===== config.mk =====
export PLATFORM = sky130hd
export DESIGN_NAME = sar_seq
export DESIGN_NICKNAME = d
export VERILOG_FILES = /design/src/rtl/sar_pkg.sv /design/src/rtl/sar_ctrl.sv /design/src/rtl/sar_datapath.sv /design/src/rtl/sar_result.sv /design/src/rtl/sar_seq.sv
export SDC_FILE = /design/constraint.sdc
export NUM_CORES = 1
export LEC_CHECK = 0
export BUFFER_PORTS_ARGS = -buffer_cell sky130_fd_sc_hd__buf_2
export CORE_ASPECT_RATIO = 0.75
export CORE_MARGIN = 3
export CORE_UTILIZATION = 30
export CTS_CLUSTER_SIZE = 8
export DETAILED_ROUTE_END_ITERATION = 12
export PLACE_DENSITY = 0.59
export SLEW_MARGIN = 30
export SYNTH_ARGS = -nofsm -noshare
export SYNTH_HDL_FRONTEND = slang
export SYNTH_HIERARCHICAL = 1
export SYNTH_SLANG_ARGS = --single-unit

===== constraint.sdc =====
create_clock -name clk -period 2.5 [get_ports clk]
set_input_delay 0.625 -clock clk [delete_from_list [all_inputs] [get_ports clk]]
set_output_delay 0.625 -clock clk [all_outputs]
set_load 0.02 [all_outputs]

===== src/rtl/sar_pkg.sv =====
package sar_pkg;
  // Step kind of the sequencer in the current cycle
  typedef enum logic [1:0] {
    PH_SAMPLE = 2'd0,
    PH_TRIAL  = 2'd1,
    PH_LAST   = 2'd2
  } phase_e;
endpackage


===== src/rtl/sar_ctrl.sv =====
module sar_ctrl
  import sar_pkg::*;
#(
  parameter int WIDTH = 8
) (
  input  logic                      clk,
  input  logic                      rst_n,
  input  logic                      restart,
  output phase_e                    phase,
  output logic [$clog2(WIDTH)-1:0]  bit_idx
);
  localparam int CW = $clog2(WIDTH + 1);
  localparam int IW = $clog2(WIDTH);

  logic [CW-1:0] step_q;
  logic [CW-1:0] remain;

  // step_q: 0 = sample cycle, 1..WIDTH = trial cycles, MSB first
  always_ff @(posedge clk) begin
    if (!rst_n || restart) begin
      step_q <= '0;
    end else if (step_q == CW'(WIDTH)) begin
      step_q <= '0;
    end else begin
      step_q <= step_q + 1'b1;
    end
  end

  assign remain  = CW'(WIDTH) - step_q;
  assign bit_idx = remain[IW-1:0];

  always_comb begin
    if (step_q == '0) begin
      phase = PH_SAMPLE;
    end else if (step_q == CW'(WIDTH)) begin
      phase = PH_LAST;
    end else begin
      phase = PH_TRIAL;
    end
  end
endmodule


===== src/rtl/sar_datapath.sv =====
module sar_datapath
  import sar_pkg::*;
#(
  parameter int WIDTH = 8
) (
  input  logic                      clk,
  input  logic                      rst_n,
  input  logic                      restart,
  input  phase_e                    phase,
  input  logic [$clog2(WIDTH)-1:0]  bit_idx,
  input  logic                      cmp_hi,
  output logic [WIDTH-1:0]          trial_code,
  output logic [WIDTH-1:0]          final_code
);
  localparam int IW = $clog2(WIDTH);

  logic [WIDTH-1:0] sar_q;
  logic [WIDTH-1:0] decided;

  // Set the bit under test on top of the bits already decided
  function automatic logic [WIDTH-1:0] with_trial(input logic [WIDTH-1:0] code,
                                                  input logic [IW-1:0] idx);
    logic [WIDTH-1:0] mask;
    mask = '0;
    mask[idx] = 1'b1;
    return code | mask;
  endfunction

  // Keep or drop the bit under test according to the comparator
  function automatic logic [WIDTH-1:0] decide(input logic [WIDTH-1:0] code,
                                              input logic [IW-1:0] idx,
                                              input logic keep);
    logic [WIDTH-1:0] mask;
    mask = '0;
    mask[idx] = 1'b1;
    return keep ? (code | mask) : (code & ~mask);
  endfunction

  assign decided    = decide(sar_q, bit_idx, cmp_hi);
  assign final_code = decided;
  assign trial_code = (phase == PH_SAMPLE) ? '0 : with_trial(sar_q, bit_idx);

  always_ff @(posedge clk) begin
    if (!rst_n || restart || phase == PH_SAMPLE) begin
      sar_q <= '0;
    end else begin
      sar_q <= decided;
    end
  end
endmodule


===== src/rtl/sar_result.sv =====
module sar_result #(
  parameter int WIDTH = 8
) (
  input  logic             clk,
  input  logic             rst_n,
  input  logic             commit,
  input  logic [WIDTH-1:0] final_code,
  input  logic             rd_en,
  output logic [WIDTH-1:0] result_q,
  output logic             done,
  output logic [WIDTH-1:0] rd_data
);
  always_ff @(posedge clk) begin
    if (!rst_n) begin
      result_q <= '0;
      done     <= 1'b0;
      rd_data  <= '0;
    end else begin
      done <= commit;
      if (commit) begin
        result_q <= final_code;
      end
      if (rd_en) begin
        rd_data <= result_q;
      end
    end
  end
endmodule


===== src/rtl/sar_seq.sv =====
module sar_seq
  import sar_pkg::*;
#(
  parameter int WIDTH = 8
) (
  input  logic             clk,
  input  logic             rst_n,
  input  logic             sel_valid,
  input  logic             sel_ch,
  input  logic             cmp_hi,
  input  logic             rd_en,
  output logic [WIDTH-1:0] trial_code,
  output logic             sh_strobe,
  output logic             ch_sel,
  output logic             done,
  output logic [WIDTH-1:0] rd_data
);
  localparam int IW = $clog2(WIDTH);

  phase_e           phase;
  logic [IW-1:0]    bit_idx;
  logic [WIDTH-1:0] final_code;
  logic [WIDTH-1:0] result_q;
  logic             restart;
  logic             commit;

  // Named internal events
  assign restart = sel_valid;
  assign commit  = (phase == PH_LAST) && !restart;

  always_ff @(posedge clk) begin
    if (!rst_n) begin
      ch_sel <= 1'b0;
    end else if (sel_valid) begin
      ch_sel <= sel_ch;
    end
  end

  sar_ctrl #(.WIDTH(WIDTH)) ctrl_i (
    .clk     (clk),
    .rst_n   (rst_n),
    .restart (restart),
    .phase   (phase),
    .bit_idx (bit_idx)
  );

  sar_datapath #(.WIDTH(WIDTH)) dp_i (
    .clk        (clk),
    .rst_n      (rst_n),
    .restart    (restart),
    .phase      (phase),
    .bit_idx    (bit_idx),
    .cmp_hi     (cmp_hi),
    .trial_code (trial_code),
    .final_code (final_code)
  );

  sar_result #(.WIDTH(WIDTH)) res_i (
    .clk        (clk),
    .rst_n      (rst_n),
    .commit     (commit),
    .final_code (final_code),
    .rd_en      (rd_en),
    .result_q   (result_q),
    .done       (done),
    .rd_data    (rd_data)
  );

  assign sh_strobe = (phase == PH_SAMPLE);
endmodule


==> impl_metrics.tcl <==
set metrics [dict create \
    yosysUniqueCellTypes 26 \
    grt.total_usage_pct 10.1 \
    avgViaCountPerCell 4.25 \
    clk-insertion-delay-late_ns 0.28 \
    hold_class "reg -> reg" \
    grt_max_degree 21 \
    maxSlewHeadroom_pct 73.7 \
    antenna_cells 0 \
    dieWidth_microns 83.3 \
    path_delay_family "simple AND/OR/NAND/NOR gates" \
    total_power_uw 975 \
    ys_seq_area_share_pct 44.7 \
    final_nets 167 \
    cts_buffers 5 \
    place_area_sq_um 1520 \
    synth_fp_nets 137 \
    drt-total-wl_microns 2590 \
    fillers 433 \
    via_count 914 \
    clockBufferDepth 2 \
    path_class "reg -> out" \
    dr.pass1.iters 4 \
    cts_root_buffer "clkbuf_8" \
    path_buf_inv 2 \
    setup.worst_path.end_class "output port" \
    ir_drop_v 0.000259 \
    yosysWarnings 6 \
    critPathLaunchType "flip-flop" \
    drc 0 \
    grt_pass1_wl_microns 4170 \
    power.leakage_nw 0.682 \
    synthFlopType "dfxtp_1" \
    pre_cts_slack_ns 0.353 \
    cp_max_fo 9 \
    rows 20 \
    critPathArrivalTime_ns 1.75 \
    io_buffers 24 \
    setup_viol 0 \
    fin_crit_sh_pct 95.0 \
    die_y_microns 64.0 \
    cpPeakStageDelay_ns 0.44 \
    drive_gt1_share_pct 31.9 \
    setup_slack_ns 0.124 \
    fin_skew_ns 0.00258 \
    ys_ff_latch 30 \
    gp_congestion 0.697 \
    outcome "completed" \
    antenna_left 0 \
    netlist_area_sq_um 1340 \
    min_period_ns 2.38 \
    overflow 0 \
    start_util_pct 32.2 \
    multiInputGateArea_sq_um 707 \
    fmax_ghz 0.421 \
    fin_hold_ws_ns 0.520 \
    cpMaxStageDelayCell "ha_2" \
    avgSynthCellArea_sq_um 10.4 \
    final_core_util_pct 39.3 \
    synthArstFlopShare_pct 0 \
    cp.required_ns 1.88 \
    dpl.hpwl_microns 1880 \
    ctsHtreeMaxLevel 2 \
    seq_area_sq_um 601 \
    syn2layout_area_growth_pct 22.1 \
    synthesis.instances 129 \
    cts_tree "yes" \
    initialDrtViolationCount 40 \
    rsz0062_at_grt "yes" \
    worst_slew_pin_slew_ns 0.394 \
    slew_violations 0 \
    crit_path_frequent_cell "nor2_1" \
    finalHoldViolations 0 \
    grt_pass1_vias 905 \
    power_density_nw_per_um2 595 \
    cts_sinks 30 \
    core_sq_um 4180 \
    cts.reportedPaths.clkPinSlew_ns 0.06 \
    wire_per_inst_microns 12.0 \
    design_area_sq_um 1640 \
    crit_chain "inv_1, ha_2, nor3b_2, nor2_1, nor2_1, buf_2" \
    antenna_found_initial 0 \
    cap_violations 0 \
    io_pins 25 \
    die_area_sq_um 5330 \
    synth-edff-count 0 \
]
-- cell usage after synthesis, drive strengths merged, types with 3 or more instances --
cell type	count	area [sq um]
and2b	3	22.5
dfxtp	30	601
mux2i	17	170
inv	7	26.3
nor3b	4	45.1
nor2	14	55.1
nor2b	22	138
a21oi	4	20.0
nand3b	3	22.5
buf	4	35.0
mux2	8	101
-- layer usage --
metal	share of wire [%]	GRT usage, %
met2	39	14.5
met3	3.6	3.22
met4	1.4	5.51
met1	56	13.4
met5	0	0
-- kinds of logic (layout without fill, tap and decap cells) --
| logic type | Yosys count | in the layout | share of synthesized area (%) |
|---|---|---|---|
| simple gates | 54 | 54 | 25.2 |
| flops | 30 | 30 | 44.7 |
| mux | 25 | 25 | 20.2 |
| buf+inv | 11 | 42 | 4.56 |
| compound gates | 4 | 4 | 1.49 |
| xor+xnor | 3 | 3 | 1.96 |
| fa+ha+maj | 2 | 2 | 1.86 |
-- report_power, final --
group | switching (mW) | leakage (nW) | internal [mW]
Combinational | 0.0539 | 0.391 | 0.0435
Sequential | 0.00179 | 0.242 | 0.481
Clock | 0.173 | 0.0482 | 0.222
Total | 0.229 | 0.682 | 0.746
-- layout by cell type (no fill, tap or decap), types with 2 or more instances in the layout --
cell type and instances:
clkbuf_8 6, a21oi_1 3, buf_2 24, buf_4 2, and2b_1 3, dfxtp_1 30
nand3b_1 3, nor2b_1 22, nand3_1 2, mux2i_1 17, mux2_4 3, mux2_2 5
nor3b_2 2, nor2_1 13, inv_1 7
-- registers in the layout, summed over array words and instances, names as in the netlist --
register	count
ch_sel	1
res_i/done	1
ctrl_i/step_q	4
res_i/result_q	8
res_i/rd_data	8
dp_i/sar_q	8
-- worst min-delay path, delay by kind of cell, from the launching register on --
| family | cells | cell delay, ns |
|---|---|---|
| multiplexers | 1 | 0.07 |
| flip-flops | 1 | 0.32 |
| AND/OR/NAND/NOR | 1 | 0.09 |
-- worst paths after layout --
kind	startpoint	to	slack (ns)	cells after the start
worst max register to register	ctrl_i/step_q[1]	dp_i/sar_q[2]	0.68	6
worst min-delay path	res_i/rd_data[2]	res_i/rd_data[2]	0.52	2
worst min register to register	res_i/rd_data[2]	res_i/rd_data[2]	0.52	2
worst max-delay path	ctrl_i/step_q[1]	trial_code[2]	0.12	6
-- stage by stage --
step | TNS [ns] | instances
CTS | 0 | 215
global placement | 0 | 207
global route | -0.0200 | 215
floorplan | 0 | 129
detailed placement | 0 | 207
finish | 0 | 215
-- timing repair --
action | in CTS | in global routing
hold endpoints to repair | 0 | 0
resized for setup | 0 | 6
hold buffers | 0 | 0
endpoints found under the setup margin | 0 | 8
setup buffers | 0 | 0
-- area by class of cell --
type,count,area share [%]
clock buffer,7,5.26
clock inverter,1,0.305
inverter,7,1.60
multi-input combinational,88,43.1
sequential,30,36.6
tap,55,4.20
timing repair buffer,27,8.92
No activity file was read; power rests on OpenSTA's default activity.
